## config.mk

```make
export PLATFORM = sky130hd
export DESIGN_NAME = int_issue_sb
export DESIGN_NICKNAME = d
export VERILOG_FILES = /design/src/rtl/int_sb_pkg.sv /design/src/rtl/sb_countdown.sv /design/src/rtl/sb_steer.sv /design/src/rtl/int_issue_sb.sv
export SDC_FILE = /design/constraint.sdc
export NUM_CORES = 1
export LEC_CHECK = 0
export ABC_AREA = 1
export CAP_MARGIN = 25
export CORE_MARGIN = 5
export CORE_UTILIZATION = 45
export DETAILED_ROUTE_END_ITERATION = 10
export DONT_BUFFER_PORTS = 1
export PLACE_DENSITY = 0.65
export REMOVE_ABC_BUFFERS = 1
export SLEW_MARGIN = 5
export SYNTH_ARGS = -nofsm -noshare
export SYNTH_HDL_FRONTEND = slang
export SYNTH_SLANG_ARGS = --single-unit
```

## constraint.sdc

```tcl
create_clock -name clk -period 3.1 [get_ports clk]
set_input_delay 0.155 -clock clk [delete_from_list [all_inputs] [get_ports clk]]
set_output_delay 0.155 -clock clk [all_outputs]
set_load 0.01 [all_outputs]
```

## src/rtl/int_sb_pkg.sv

```systemverilog
package int_sb_pkg;

  localparam int CLASS_W = 4;

  typedef enum logic [CLASS_W-1:0] {
    OP_ARITH  = 4'd0,
    OP_SHIFT  = 4'd1,
    OP_BRANCH = 4'd2,
    OP_CMOVE  = 4'd3,
    OP_TOCOP  = 4'd4,
    OP_MUL    = 4'd5,
    OP_DIV    = 4'd6,
    OP_RDLO   = 4'd7,
    OP_RDHI   = 4'd8,
    OP_MULTI  = 4'd9
  } op_class_e;

  typedef enum logic [1:0] {
    RT_EITHER = 2'd0,
    RT_ONLY1  = 2'd1,
    RT_ONLY2  = 2'd2,
    RT_BOTH   = 2'd3
  } route_e;

  function automatic route_e class_route(input logic [CLASS_W-1:0] cls);
    route_e r;
    case (cls)
      OP_ARITH, OP_RDLO, OP_RDHI:               r = RT_EITHER;
      OP_SHIFT, OP_BRANCH, OP_CMOVE, OP_TOCOP:  r = RT_ONLY1;
      OP_MUL, OP_DIV:                           r = RT_ONLY2;
      default:                                  r = RT_BOTH;
    endcase
    return r;
  endfunction

  function automatic logic is_long(input logic [CLASS_W-1:0] cls);
    return (cls == OP_MUL) || (cls == OP_DIV);
  endfunction

  // Occupancy of ALU2 in cycles, including the issue cycle.
  function automatic int alu2_occupancy(input logic [CLASS_W-1:0] cls, input logic wide,
                                        input int mul32, input int mul64,
                                        input int div32_lo, input int div64_lo);
    int c;
    if (cls == OP_MUL)      c = wide ? mul64 : mul32;
    else if (cls == OP_DIV) c = wide ? (div64_lo + 1) : (div32_lo + 1);
    else                    c = 1;
    return c;
  endfunction

  // Cycles from issue until the LO (hi_half=0) or HI (hi_half=1) result is readable.
  function automatic int result_latency(input logic [CLASS_W-1:0] cls, input logic wide,
                                        input logic hi_half,
                                        input int mul32, input int mul64,
                                        input int div32_lo, input int div64_lo);
    int c;
    if (cls == OP_MUL)      c = wide ? mul64 : mul32;
    else if (cls == OP_DIV) c = (wide ? div64_lo : div32_lo) + (hi_half ? 1 : 0);
    else                    c = 1;
    return c;
  endfunction

  // A counter loaded with cycles-1 at issue reaches zero exactly when the wait is over.
  function automatic int hold_value(input int cycles);
    return (cycles > 0) ? (cycles - 1) : 0;
  endfunction

endpackage

```

## src/rtl/sb_countdown.sv

```systemverilog
module sb_countdown #(
  parameter int W = 7
) (
  input  logic         clk,
  input  logic         rst,
  input  logic         load,
  input  logic [W-1:0] load_val,
  output logic         idle
);
  logic [W-1:0] cnt;

  always_ff @(posedge clk) begin
    if (rst)              cnt <= '0;
    else if (load)        cnt <= load_val;
    else if (cnt != '0)   cnt <= cnt - 1'b1;
  end

  assign idle = (cnt == '0);
endmodule

```

## src/rtl/sb_steer.sv

```systemverilog
module sb_steer
  import int_sb_pkg::*;
(
  input  logic [CLASS_W-1:0] cls,
  input  logic               a1_free,
  input  logic               a2_free,
  input  logic               lo_rdy,
  input  logic               hi_rdy,
  output logic               can_go,
  output logic               pick1,
  output logic               pick2
);
  route_e route;
  logic   opnd_ok;
  logic   unit_ok;

  assign route = class_route(cls);

  always_comb begin
    case (cls)
      OP_RDLO: opnd_ok = lo_rdy;
      OP_RDHI: opnd_ok = hi_rdy;
      default: opnd_ok = 1'b1;
    endcase
  end

  always_comb begin
    pick1   = 1'b0;
    pick2   = 1'b0;
    unit_ok = 1'b0;
    case (route)
      RT_EITHER: begin
        pick1   = a1_free;
        pick2   = !a1_free && a2_free;
        unit_ok = a1_free || a2_free;
      end
      RT_ONLY1: begin
        pick1   = 1'b1;
        unit_ok = a1_free;
      end
      RT_ONLY2: begin
        pick2   = 1'b1;
        unit_ok = a2_free;
      end
      default: begin
        pick1   = 1'b1;
        pick2   = 1'b1;
        unit_ok = a1_free && a2_free;
      end
    endcase
  end

  assign can_go = unit_ok && opnd_ok;
endmodule

```

## src/rtl/int_issue_sb.sv

```systemverilog
module int_issue_sb
  import int_sb_pkg::*;
#(
  parameter int MUL32_CYC  = 6,
  parameter int MUL64_CYC  = 10,
  parameter int DIV32_LO   = 34,
  parameter int DIV64_LO   = 66
) (
  input  logic               clk,
  input  logic               rst,
  input  logic               in_valid,
  input  logic [CLASS_W-1:0] in_class,
  input  logic               in_wide,
  output logic               in_ready,
  output logic               alu1_sel,
  output logic               alu2_sel,
  output logic               stall
);
  localparam int LONGEST = (DIV64_LO > DIV32_LO) ? DIV64_LO + 2 : DIV32_LO + 2;
  localparam int CW      = $clog2(LONGEST + 1);
  localparam int NCNT    = 4;   // 0: ALU1, 1: ALU2, 2: LO timer, 3: HI timer

  logic          fire;
  logic          can_go, pick1, pick2;
  logic          a1_free, a2_free, lo_ready, hi_ready;
  logic [NCNT-1:0]        cnt_load;
  logic [NCNT-1:0][CW-1:0] cnt_val;
  logic [NCNT-1:0]        cnt_idle;

  assign a1_free  = cnt_idle[0];
  assign a2_free  = cnt_idle[1];
  assign lo_ready = cnt_idle[2];
  assign hi_ready = cnt_idle[3];

  sb_steer u_steer (
    .cls     (in_class),
    .a1_free (a1_free),
    .a2_free (a2_free),
    .lo_rdy  (lo_ready),
    .hi_rdy  (hi_ready),
    .can_go  (can_go),
    .pick1   (pick1),
    .pick2   (pick2)
  );

  assign in_ready = !rst && can_go;
  assign fire     = in_valid && in_ready;
  assign alu1_sel = fire && pick1;
  assign alu2_sel = fire && pick2;
  assign stall    = in_valid && !in_ready;

  assign cnt_load[0] = alu1_sel;
  assign cnt_val[0]  = CW'(hold_value(1));
  assign cnt_load[1] = alu2_sel;
  assign cnt_val[1]  = CW'(hold_value(alu2_occupancy(in_class, in_wide,
                         MUL32_CYC, MUL64_CYC, DIV32_LO, DIV64_LO)));
  assign cnt_load[2] = fire && is_long(in_class);
  assign cnt_val[2]  = CW'(hold_value(result_latency(in_class, in_wide, 1'b0,
                         MUL32_CYC, MUL64_CYC, DIV32_LO, DIV64_LO)));
  assign cnt_load[3] = fire && is_long(in_class);
  assign cnt_val[3]  = CW'(hold_value(result_latency(in_class, in_wide, 1'b1,
                         MUL32_CYC, MUL64_CYC, DIV32_LO, DIV64_LO)));

  for (genvar g = 0; g < NCNT; g++) begin : g_cnt
    sb_countdown #(.W(CW)) u_cnt (
      .clk      (clk),
      .rst      (rst),
      .load     (cnt_load[g]),
      .load_val (cnt_val[g]),
      .idle     (cnt_idle[g])
    );
  end
endmodule

```

==> flow_summary.ini <==
[flow_run]
max-cap-violations = 0

[floorplan]
dieWidth_um = 77.9
initial_utilization = 0.470
die-area_um2 = 6060
placeable_core_region_um2 = 4410
die_height_um = 77.9
rows = 24
io_pins = 12

[power]
peak_supply_drop_uv = 476
power_report.internal_total_mw = 1.22
sequentialPowerShare = 0.283
static-leakage-power_nw = 1.03
power.density_cell_area_nw_per_um2 = 1050
clockPowerShare = 0.103
power.combinational.fraction = 0.614
netSwitchingPower_mw = 1.07
switching_share = 0.468

[route]
detail_route.wirelength_um = 3860
drt_pass1_iterations = 4
drt-vias-per-instance = 4.86
dr_total_vias = 1613
drt_iter0_markers = 84
detail_route.wl_per_cell_um = 11.6
drcViolationCount = 0
final_antenna_net_count = 0

[finish]
reg_top3 = g_cnt.u_cnt.cnt (28)
registers.top_by_ff_count = g_cnt.u_cnt.cnt
area_delta_synth_final_pct = 4.89
n_antenna_cell = 0
final_net_count = 303
post_route_cells_drive_above_1_share = 0.196
largest_register_ffs = 28

[sta]
period_minus_slack_ps = 2070
skew_ps = 5.19
timing.fmax_mhz = 483
finalMaxSlewViolations = 0
total_of_endpoints_with_negative_setup_slack_in_the_final_report = 0
tns_ps = 0
hold_violations = 0
layout_setup_ws_ps = 1030
grt_setup_unrepaired = false
worst_slew_margin_rel = 0.698
worst_slew_pin_slew_ps = 453
min_period_over_period = 0.668

[synth]
synthesis.yosys.warnings = 0
yosys_register_bits = 28
post_synth_num_cell_types = 32
ys_seq_area_frac = 0.270
synth.cell_area_um2 = 2070
syn-mean-instance-area_um2 = 7.46
post_synth_inst_count = 278

[cts]
cts_htree_levels = 1
cts.reportedPaths.clkPinSlew_ps = 100
clock_tree.root_cell = sky130_fd_sc_hd__clkbuf_8
cts_resized = 0
clock_sinks = 28
max-clock-path-buffers = 2
cts_tree = yes
worstSkewPairLatency_ps = 280
cts-buffers-inserted = 3

[hold_path]
holdCritPathClass = in -> reg
min_delay_path_depth = 3
worst_hold_startpoint = in_wide
hold_end = g_cnt[1].u_cnt.cnt[5]

[grt]
grt_start_max_net_pins = 19
antenna_found_initial = 0
overflow = 0
grt_pass1_wl_um = 6850
number_of_global_route_vias_before_repair = 1551
groute.usage.overall = 0.135

[setup_path]
critPathMaxStageDelay_ps = 330
r2r_start = g_cnt[3].u_cnt.cnt[0]
setup.worst_path.end_class = primary output
cp_data_arrival_time_ps = 1910
timing.critical_path.cells = inv_1 > ha_1 > inv_1 > nor2_1 > nand3_4 > nand2_2 > nand2_2 > nor2_8 > nand3_2 > nor2_1
path_class = reg -> out
rr_endpoint = g_cnt[3].u_cnt.cnt[5]
crit_path_start_kind = register
register_to_register_setup_slack_ps = 1080
worst_r2r_path_depth = 12
worstPathRequired_ps = 2940
critical_path_fanout_max = 7
critical-path-slowest-cell = sky130_fd_sc_hd__dfxtp_1

[placement]
gp_congestion = 0.795
post-place-ws_ps = 1100
number_of_buffers_inserted_by_port_buffering = 0
place_hpwl_um = 3110

[run_status]
outcome = finished clean
-- placed cells by master (no fill, tap or decap), drive strengths merged --
| master | count |
|---|---|
| ha | 14 |
| dlygate4sd3 | 1 |
| clkinv | 1 |
| nor2 | 44 |
| nand3 | 17 |
| xor2 | 7 |
| clkbuf | 4 |
| nor3 | 4 |
| xnor2 | 13 |
| nor3b | 1 |
| nand4 | 3 |
| and3 | 1 |
| inv | 40 |
| dfxtp | 28 |
| or2 | 2 |
| o21ai | 18 |
| nand2 | 65 |
| a21oi | 17 |
-- cell families after synthesis --
kind of cell | count (synthesis) | synth area share
simple gates | 137 | 0.366
buf+inv | 44 | 0.0881
compound gates | 35 | 0.106
flops | 28 | 0.270
xor+xnor | 20 | 0.0845
fa+ha+maj | 14 | 0.0845
-- cells in the mapped netlist, drive strengths merged --
cell    instances  area (µm²)
nand3          17         143
and3            1        7.51
or2             2        12.5
ha             14         175
buf             1        11.3
xnor2          13         114
o21ai          18         113
nand2          65         277
nor3b           1        7.51
a21oi          17         108
clkbuf          2        17.5
clkinv          1        3.75
inv            40         150
nor2           44         244
nand4           3        48.8
nor3            4        20.0
dfxtp          28         561
xor2            7        61.3
-- through the flow --
step | hold slack (ps) | power, mW | instances | util | cell area [µm²]
finish | 96.8 | 2.29 | 332 | 0.493 | 2170
CTS | 103 | 2.31 | 332 | 0.493 | 2170
floorplan | 224 | 1.85 | 275 | - | 2040
global placement | 228 | 2.06 | 327 | 0.478 | 2110
global route | 110 | 2.52 | 332 | 0.493 | 2170
detailed placement | 230 | 2.06 | 327 | 0.478 | 2110
-- metal layers --
metal | vias up | share of wire | global-route usage
met1 | 713 | 0.52 | 0.186
met5 | - | 0 | 0
met4 | 0 | 0.0072 | 0.0275
met2 | 21 | 0.43 | 0.210
li1 | 875 | - | -
met3 | 4 | 0.047 | 0.0370
-- cell type report --
cell class	instances	area [µm²]
fill	454	2240
multi-input combinational	206	1330
sequential	28	561
inverter	41	154
tap	52	65.1
clock buffer	4	55.1
timing repair buffer	1	10.0
-- how the worst max path moves through the flow --
stage / from / to / slack [ps] / depth (start not counted)
finish: g_cnt[3].u_cnt.cnt[0] / alu1_sel / 1030 / 10
global route: g_cnt[3].u_cnt.cnt[0] / alu1_sel / 870 / 10
CTS: g_cnt[3].u_cnt.cnt[0] / alu1_sel / 990 / 10
detailed placement: g_cnt[3].u_cnt.cnt[0] / g_cnt[3].u_cnt.cnt[2] / 1100 / 12
global placement: g_cnt[3].u_cnt.cnt[0] / g_cnt[2].u_cnt.cnt[1] / 1140 / 13
floorplan: g_cnt[3].u_cnt.cnt[0] / g_cnt[3].u_cnt.cnt[2] / 1360 / 12
-- power by group through the flow --
stage                     logic (mW)  registers (mW)  clock network, mW
after global placement          1.40           0.658                  0
after CTS                       1.42           0.648              0.240
after floorplan                 1.22           0.627                  0
after detailed placement        1.41           0.654                  0
after global routing            1.60           0.668              0.253
final                           1.41           0.648              0.236
-- timing repair --
item / CTS / global route
hold endpoints to repair: 8 / 0
hold buffers: 1 / 0
setup buffers: 0 / 0
-- worst max-delay path: cells and delay by family, from the launching register on --
family | cells | cell delay, ps
and+or+nand+nor | 7 | 1000
DFF | 1 | 330
buffers and inverters | 2 | 150
adders and majority gates | 1 | 150
(Power assumes the default switching activity.)
